<file path="src/rtl/wc_pkg.sv">
package wc_pkg;

  // Strobes passed from the control module to the datapath each cycle
  typedef struct packed {
    logic load;     // shift the new sample in and update the running sum
    logic publish;  // register a classification result for this sample
  } wcStrobe_t;

endpackage

</file>
<file path="src/rtl/wc_ctrl.sv">
module wc_ctrl
  import wc_pkg::*;
#(
  parameter int DEPTH_LOG2 = 4
) (
  input  logic      clk,
  input  logic      rstN,
  input  logic      sampleValid,
  output wcStrobe_t strobe,
  output logic      statsValid
);

  localparam int DEPTH = 1 << DEPTH_LOG2;
  localparam int CNT_W = DEPTH_LOG2 + 1;
  localparam logic [CNT_W-1:0] FULL_CNT = CNT_W'(DEPTH);
  localparam logic [CNT_W-1:0] LAST_CNT = CNT_W'(DEPTH - 1);

  logic [CNT_W-1:0] fillCnt;
  logic             windowFull;
  logic             fillsNow;

  assign windowFull = (fillCnt == FULL_CNT);
  assign fillsNow   = windowFull || (fillCnt == LAST_CNT);

  // Fill counter saturates once the window has been loaded completely
  always_ff @(posedge clk) begin
    if (!rstN) begin
      fillCnt <= '0;
    end else if (sampleValid && !windowFull) begin
      fillCnt <= fillCnt + 1'b1;
    end
  end

  always_comb begin
    strobe.load    = sampleValid;
    strobe.publish = sampleValid && fillsNow;
  end

  assign statsValid = windowFull;

endmodule

</file>
<file path="src/rtl/wc_extremes.sv">
module wc_extremes #(
  parameter int SAMPLE_W   = 10,
  parameter int DEPTH_LOG2 = 4
) (
  input  logic [(1<<DEPTH_LOG2)-1:0][SAMPLE_W-1:0] taps,
  output logic [SAMPLE_W-1:0]                      minVal,
  output logic [SAMPLE_W-1:0]                      maxVal
);

  localparam int DEPTH = 1 << DEPTH_LOG2;

  // Full rescan of every tap, so evicted extremes disappear at once
  always_comb begin
    minVal = taps[0];
    maxVal = taps[0];
    for (int i = 1; i < DEPTH; i++) begin
      if (taps[i] < minVal) minVal = taps[i];
      if (taps[i] > maxVal) maxVal = taps[i];
    end
  end

endmodule

</file>
<file path="src/rtl/wc_datapath.sv">
module wc_datapath
  import wc_pkg::*;
#(
  parameter int SAMPLE_W   = 10,
  parameter int DEPTH_LOG2 = 4
) (
  input  logic                                     clk,
  input  logic                                     rstN,
  input  wcStrobe_t                                strobe,
  input  logic [SAMPLE_W-1:0]                      sampleIn,
  output logic [(1<<DEPTH_LOG2)-1:0][SAMPLE_W-1:0] taps,
  output logic [SAMPLE_W-1:0]                      meanOut,
  output logic                                     classOff,
  output logic                                     classValid
);

  localparam int DEPTH = 1 << DEPTH_LOG2;
  localparam int SUM_W = SAMPLE_W + DEPTH_LOG2;

  logic [SUM_W-1:0]    sumReg;
  logic [SUM_W-1:0]    sumNext;
  logic [SAMPLE_W-1:0] meanNext;
  logic [SAMPLE_W-1:0] evicted;

  assign evicted  = taps[DEPTH-1];
  // Entries start at zero, so the running sum is also correct while filling
  assign sumNext  = sumReg + SUM_W'(sampleIn) - SUM_W'(evicted);
  assign meanNext = sumNext[SUM_W-1:DEPTH_LOG2];
  assign meanOut  = sumReg[SUM_W-1:DEPTH_LOG2];

  // Tap 0 holds the newest sample, the last tap the oldest
  always_ff @(posedge clk) begin
    if (!rstN) begin
      taps   <= '0;
      sumReg <= '0;
    end else if (strobe.load) begin
      taps[0] <= sampleIn;
      for (int i = 1; i < DEPTH; i++) begin
        taps[i] <= taps[i-1];
      end
      sumReg <= sumNext;
    end
  end

  // Label against the average of the window that already holds this sample
  always_ff @(posedge clk) begin
    if (!rstN) begin
      classOff   <= 1'b0;
      classValid <= 1'b0;
    end else begin
      classValid <= strobe.publish;
      if (strobe.publish) begin
        classOff <= (sampleIn >= meanNext);
      end
    end
  end

endmodule

</file>
<file path="src/rtl/window_classifier.sv">
module window_classifier
  import wc_pkg::*;
#(
  parameter int SAMPLE_W   = 10,
  parameter int DEPTH_LOG2 = 4
) (
  input  logic                clk,
  input  logic                rstN,
  input  logic [SAMPLE_W-1:0] sampleIn,
  input  logic                sampleValid,
  output logic [SAMPLE_W-1:0] minOut,
  output logic [SAMPLE_W-1:0] maxOut,
  output logic [SAMPLE_W-1:0] meanOut,
  output logic                statsValid,
  output logic                classOff,
  output logic                classValid
);

  localparam int DEPTH = 1 << DEPTH_LOG2;

  wcStrobe_t                          strobe;
  logic [DEPTH-1:0][SAMPLE_W-1:0]     taps;

  wc_ctrl #(.DEPTH_LOG2(DEPTH_LOG2)) u_ctrl (
    .clk        (clk),
    .rstN       (rstN),
    .sampleValid(sampleValid),
    .strobe     (strobe),
    .statsValid (statsValid)
  );

  wc_datapath #(.SAMPLE_W(SAMPLE_W), .DEPTH_LOG2(DEPTH_LOG2)) u_dp (
    .clk       (clk),
    .rstN      (rstN),
    .strobe    (strobe),
    .sampleIn  (sampleIn),
    .taps      (taps),
    .meanOut   (meanOut),
    .classOff  (classOff),
    .classValid(classValid)
  );

  wc_extremes #(.SAMPLE_W(SAMPLE_W), .DEPTH_LOG2(DEPTH_LOG2)) u_ext (
    .taps  (taps),
    .minVal(minOut),
    .maxVal(maxOut)
  );

endmodule

</file>
<file path="config.mk">
export PLATFORM = sky130hd
export DESIGN_NAME = window_classifier
export DESIGN_NICKNAME = d
export VERILOG_FILES = /design/src/rtl/wc_pkg.sv /design/src/rtl/wc_ctrl.sv /design/src/rtl/wc_extremes.sv /design/src/rtl/wc_datapath.sv /design/src/rtl/window_classifier.sv
export SDC_FILE = /design/constraint.sdc
export NUM_CORES = 1
export LEC_CHECK = 0
export ABC_CLOCK_PERIOD_IN_PS = 40900
export BUFFER_PORTS_ARGS = -buffer_cell sky130_fd_sc_hd__buf_2
export CAP_MARGIN = 40
export CORE_UTILIZATION = 26
export CTS_BUF_LIST = sky130_fd_sc_hd__clkbuf_8
export CTS_CLUSTER_DIAMETER = 100
export DETAILED_ROUTE_END_ITERATION = 10
export GPL_TIMING_DRIVEN = 0
export SKIP_LAST_GASP = 1
export SLEW_MARGIN = 20
export SYNTH_ARGS = -nofsm -noshare
export SYNTH_HDL_FRONTEND = slang
export SYNTH_SLANG_ARGS = --single-unit
</file>
<file path="constraint.sdc">
create_clock -name clk -period 40.9 [get_ports clk]
set_input_delay 6.135 -clock clk [delete_from_list [all_inputs] [get_ports clk]]
set_output_delay 6.135 -clock clk [all_outputs]
set_load 0.005 [all_outputs]
</file>
* Yosys cells after proc, flatten, opt, wreduce, memory -nomap -nowiden
Index checks and enable logic that the tools add are counted.
** Storage, ports and cells
- Logic and storage cells :: 90
- Output and inout port bits :: 33
- Register bits :: 181
- Input port bits :: 13
** Operators by class
- Eq/ne operators :: 2
- Reduce and logical (&&, ||, !) cells :: 4
- Multiplexer cells :: 30
- $add $sub $neg :: 3
- Magnitude comparators :: 31
** Operator list (number)
- $mux W10 :: 30
- $gt A10 B10 Y1 :: 15
- $lt A10 B10 Y1 :: 15
- $add A14 B10 Y14 :: 1
- $sub A14 B10 Y14 :: 1
- $ge A10 B10 Y1 :: 1
- $add A5 B1 Y5 const B :: 1
- $eq A5 B4 Y1 const B :: 1
- $eq A5 B5 Y1 const B :: 1
- $logic_and A1 B1 Y1 :: 2
- $logic_not A1 Y1 :: 1
- $logic_or A1 B1 Y1 :: 1

* Longest topological paths before layout
- Depth after elaboration :: 30
- Mapped depth :: 190
- Depth with buffers taken out :: 180

* Cells and area by module
From an unflattened synthesis, not the netlist that was laid out.
** Second synthesis, totals
- Cells, all modules :: 2500
- Area, all modules :: 20185.6 µm²
** Modules (own cells, without submodules)
- wc_extremes :: cells an instance 1708, area an instance 11952.7 µm², sequential area each 0.0 µm², instances 1
- wc_datapath :: cells an instance 762, area an instance 7942.6 µm², sequential area each 3523.4 µm², instances 1
- wc_ctrl :: cells an instance 30, area an instance 290.3 µm², sequential area each 100.1 µm², instances 1

* Least setup slack after synthesis
Ideal clock, no wire load.
- Kind :: reg2out
- From :: reg u_dp.taps[7] (netlist bit)
- To :: out minOut[8]
- Slack :: 5301 ps
- Stages on the path, launching flop included :: 189
- Data required time :: 34765 ps
- Arrival time :: 29464 ps
- Path buffers :: 17
- Cells stage by stage :: dfxtp_1 -> inv_1 -> ha_1 -> a21oi_1 -> o21ai_1 -> a211oi_1 -> clkbuf_1 -> a21oi_1 -> ha_1 -> o21a_1 -> o21a_1 -> o21a_1 -> o21a_1 -> o21a_1 -> o21a_1 -> o21a_1 -> o21a_1 -> o21a_1 -> (+153 left out) -> nor3_1 -> a21oi_1 -> clkbuf_1 -> mux2i_1 -> ha_1 -> a21o_1 -> a21oi_1 -> nor2b_1 -> o21ai_0 -> nand2b_1 -> a21oi_1 -> nor2b_1 -> o21ai_0 -> nand2b_1 -> a2111oi_0 -> clkbuf_1 -> o21ai_0 -> o31ai_1
** On the way
- Longest elaborated chain between the ends :: 30
** Ends and longest elaborated chain
- start, declared :: RTL line wc_datapath.sv:11 : output logic [(1<<DEPTH_LOG2)-1:0][SAMPLE_W-1:0] taps,
- start signal, assigned by index :: RTL line wc_datapath.sv:39 : taps[i] <= taps[i-1];
- $lt A10 B10 Y1 :: RTL line wc_extremes.sv:17 : if (taps[i] < minVal) minVal = taps[i];
- $mux W10 (*) :: RTL line wc_extremes.sv:17
- $lt A10 B10 Y1 :: RTL line wc_extremes.sv:17
- $mux W10 (*) :: RTL line wc_extremes.sv:17
- $lt A10 B10 Y1 :: RTL line wc_extremes.sv:17
- $mux W10 (*) :: RTL line wc_extremes.sv:17
- $lt A10 B10 Y1 :: RTL line wc_extremes.sv:17
- $mux W10 (*) :: RTL line wc_extremes.sv:17
- (+14 left out)
- $lt A10 B10 Y1 :: RTL line wc_extremes.sv:17
- $mux W10 (*) :: RTL line wc_extremes.sv:17
- $lt A10 B10 Y1 :: RTL line wc_extremes.sv:17
- $mux W10 (*) :: RTL line wc_extremes.sv:17
- $lt A10 B10 Y1 :: RTL line wc_extremes.sv:17
- $mux W10 (*) :: RTL line wc_extremes.sv:17
- $lt A10 B10 Y1 :: RTL line wc_extremes.sv:17
- $mux W10 (*) :: RTL line wc_extremes.sv:17
- end, declared :: RTL line window_classifier.sv:11 : output logic [SAMPLE_W-1:0] minOut,
Mark *: on every way between the ends. The rest lies on a longest branch, timed or not.

* Worst setup path after layout
- From :: reg u_dp.taps[9] (netlist bit)
- To :: out maxOut[3]
** On the way
- Longest elaborated chain between the ends :: 30
** Ends and longest elaborated chain
- $gt A10 B10 Y1 :: RTL line wc_extremes.sv:18 : if (taps[i] > maxVal) maxVal = taps[i];
- $mux W10 (*) :: RTL line wc_extremes.sv:18
- $gt A10 B10 Y1 :: RTL line wc_extremes.sv:18
- $mux W10 (*) :: RTL line wc_extremes.sv:18
- $gt A10 B10 Y1 :: RTL line wc_extremes.sv:18
- $mux W10 (*) :: RTL line wc_extremes.sv:18
- $gt A10 B10 Y1 :: RTL line wc_extremes.sv:18
- $mux W10 (*) :: RTL line wc_extremes.sv:18
- (+14 left out)
- $gt A10 B10 Y1 :: RTL line wc_extremes.sv:18
- $mux W10 (*) :: RTL line wc_extremes.sv:18
- $gt A10 B10 Y1 :: RTL line wc_extremes.sv:18
- $mux W10 (*) :: RTL line wc_extremes.sv:18
- $gt A10 B10 Y1 :: RTL line wc_extremes.sv:18
- $mux W10 (*) :: RTL line wc_extremes.sv:18
- $gt A10 B10 Y1 :: RTL line wc_extremes.sv:18
- $mux W10 (*) :: RTL line wc_extremes.sv:18
- end, declared :: RTL line window_classifier.sv:12 : output logic [SAMPLE_W-1:0] maxOut,
Marks and branches as above.

==> impl_metrics.env <==
export IMPL_num_rows=99
export IMPL_synth_warnings=0
export IMPL_htreeDepth=4
export IMPL_final_common_cell="inv_1"
export IMPL_hold_slack_ns=0.501
export IMPL_reg2reg_depth=20
export IMPL_clock_sinks=181
export IMPL_yosysSeqAreaShare_pct=18.7
export IMPL_synth_top_cell_area_share_pct=18.7
export IMPL_rr_startpoint="u_dp.evicted[1]"
export IMPL_synthCells=2365
export IMPL_final_cell_mix="inv_1 (283), mux2i_1 (278), ha_1 (277)"
export IMPL_placed_area_um2=20900
export IMPL_path_max_fanout=10
export IMPL_synth_flop_cell="dfxtp_1"
export IMPL_syn_to_final_growth_pct=11.0
export IMPL_drive_above_1_share_pct=10.3
export IMPL_via_per_inst=4.83
export IMPL_fin_cells=3410
export IMPL_cts_buffer_depth=2
export IMPL_ys_types=98
export IMPL_hold_viol_final=0
export IMPL_nets=2736
export IMPL_dieArea_um2=75700
export IMPL_drc=0
export IMPL_crit_path_top_delay_cell="or4_1"
export IMPL_drt_pass1_iter_count=7
export IMPL_holdBufCountCts=0
export IMPL_yosys_area_top_type="dfxtp_1"
export IMPL_worstPathRequired_ns=34.76
export IMPL_antenna_found_initial=1
export IMPL_num_vias=16500
export IMPL_stdcell_area_um2=21500
export IMPL_syn_nets=2665
export IMPL_grt_overflow_total=0
export IMPL_wire_per_inst_um=15.5
export IMPL_fin_crit_ns=38.49
export IMPL_grt_max_degree=21
export IMPL_setup_viol=0
export IMPL_status="finished, final reports clean"
export IMPL_clock_skew_ns=0.0273
export IMPL_place_congestion=0.861
export IMPL_pin_count=46
export IMPL_max_stage_delay_ns=0.55
export IMPL_placed_cells=3371
export IMPL_clk_root_buffer_cell="clkbuf_8"
export IMPL_cts_clk_slew_worst_paths_ns=0.13
export IMPL_syn_cell_area_um2=19400
export IMPL_cap_violations=0
export IMPL_core_area_um2=73300
export IMPL_cp_startpoint="u_dp.taps[9]"
export IMPL_grt_first_pass_wirelength_um=86100
export IMPL_die_h_um=275
export IMPL_post_route_period_util_pct=94.1
export IMPL_tns_ns=0
export IMPL_synth_async_reset_ratio_pct=0
export IMPL_finalMaxSlewViolations=0
export IMPL_ys_ff_latch=181
export IMPL_synth_edf_count=0
export IMPL_critical_path_arrival_ns=32.36
export IMPL_dieWidth_um=275
export IMPL_worst_slew_pin_slew_ns=0.832
export IMPL_syn_area_per_cell_um2=8.20
export IMPL_crit_end="maxOut[3]"
export IMPL_antenna_left=0
export IMPL_slew_headroom_pct=44.5
export IMPL_r2r_end="u_dp.classOff"
export IMPL_cts_buffers=17
export IMPL_ys_top_cells_by_area="dfxtp_1 (19%), ha_1 (18%), mux2i_1 (14%), nor2b_1 (6.3%), inv_1 (5.5%)"
export IMPL_holdCritPathClass="register to register"
export IMPL_place_hpwl_um=42900
export IMPL_fmaxAchievable_mhz=26.0
export IMPL_cp_start_kind="register"
export IMPL_grt_use_total_pct=14.1
export IMPL_drt_initial_drc_count=977
export IMPL_grt_pass1_vias=15800
export IMPL_crit_type="register to primary output"
export IMPL_cp_common_cell="ha_1"
export IMPL_initial_core_util_pct=26.4
export IMPL_port_buffer_count=43
export IMPL_insertion_delay_ns=0.53
export IMPL_cp_end_kind="primary output"
export IMPL_wl_um=52800
export IMPL_cts_tree="done"
export IMPL_regToRegSetupSlack_ns=36.58
-- metal layers --
layer	GRT usage, %	part of all wire, %
met1	19.3	50
met2	23.1	45
met3	1.66	3.0
met4	4.30	2.3
met5	0	0
-- flip-flops by register name, summed over array words and instances, names as in the netlist --
signal           flops
u_dp.classValid      1
u_dp.classOff        1
u_dp.taps          150
u_ctrl.fillCnt       5
u_dp.sumReg         14
u_dp.evicted        10
-- worst max-delay path, delay by kind of cell, from the launching register on --
kind | cells | cell delay, ns
AO/OA/AOI/OAI | 46 | 9.68
flip-flops | 1 | 0.38
buffers and inverters | 26 | 4.80
multiplexers | 15 | 3.99
adder cells (fa/ha/maj) | 17 | 4.51
AND/OR/NAND/NOR | 46 | 8.37
-- area by class of cell --
| cell class | instances | area [um^2] |
|---|---|---|
| fill | 7963 | 51800 |
| multi-input combinational | 1793 | 14400 |
| sequential | 181 | 3620 |
| tap | 959 | 1200 |
| antenna | 2 | 5.00 |
| clock buffer | 18 | 248 |
| clock inverter | 14 | 199 |
| inverter | 283 | 1060 |
| buffer | 103 | 487 |
| timing repair buffer | 57 | 330 |
-- metrics by stage --
step,setup slack (ns),util [%]
after global placement,0.317,28.4
after CTS,0.0672,29.0
after global routing,-0.0603,29.3
after floorplan,5.30,-
after detailed placement,0.774,28.4
final,2.41,29.3
-- kinds of logic (layout without fill, tap and decap cells) --
kind of cell,Yosys count,in the layout,synth area share (%)
xor+xnor,44,44,1.99
simple gates,624,624,17.0
compound gates,492,492,17.0
flops,181,181,18.7
mux,342,342,18.2
buf+inv,391,475,7.96
fa+ha+maj,291,291,19.1
other cells,0,2,0
-- synth_stat cells (50+ instances only) --
library cell,n
nor2b_1,194
mux2_2,53
o21ai_0,110
dfxtp_1,181
a21o_1,50
clkbuf_1,71
mux2i_1,280
inv_1,283
nor2_1,126
ha_1,277
nand2_1,113
a21oi_1,154
-- worst min-delay path by stage --
stage,from,endpoint,cells past startpoint
global route,u_dp.sumReg[1],u_dp.sumReg[1],1
CTS,u_dp.sumReg[1],u_dp.sumReg[1],1
finish,u_dp.sumReg[1],u_dp.sumReg[1],1
floorplan,u_dp.sumReg[1],u_dp.sumReg[1],1
detailed placement,u_dp.sumReg[1],u_dp.sumReg[1],1
global placement,u_dp.sumReg[1],u_dp.sumReg[1],1
-- repair_timing --
item	4_1_cts	5_1_grt
gates resized for setup	0	65
buffers inserted	0	8
setup endpoints to repair	0	20
hold endpoints to repair	0	0
Power is not shown: default switching activity piles up to over one toggle a cycle in this logic, so the estimate is an artifact.
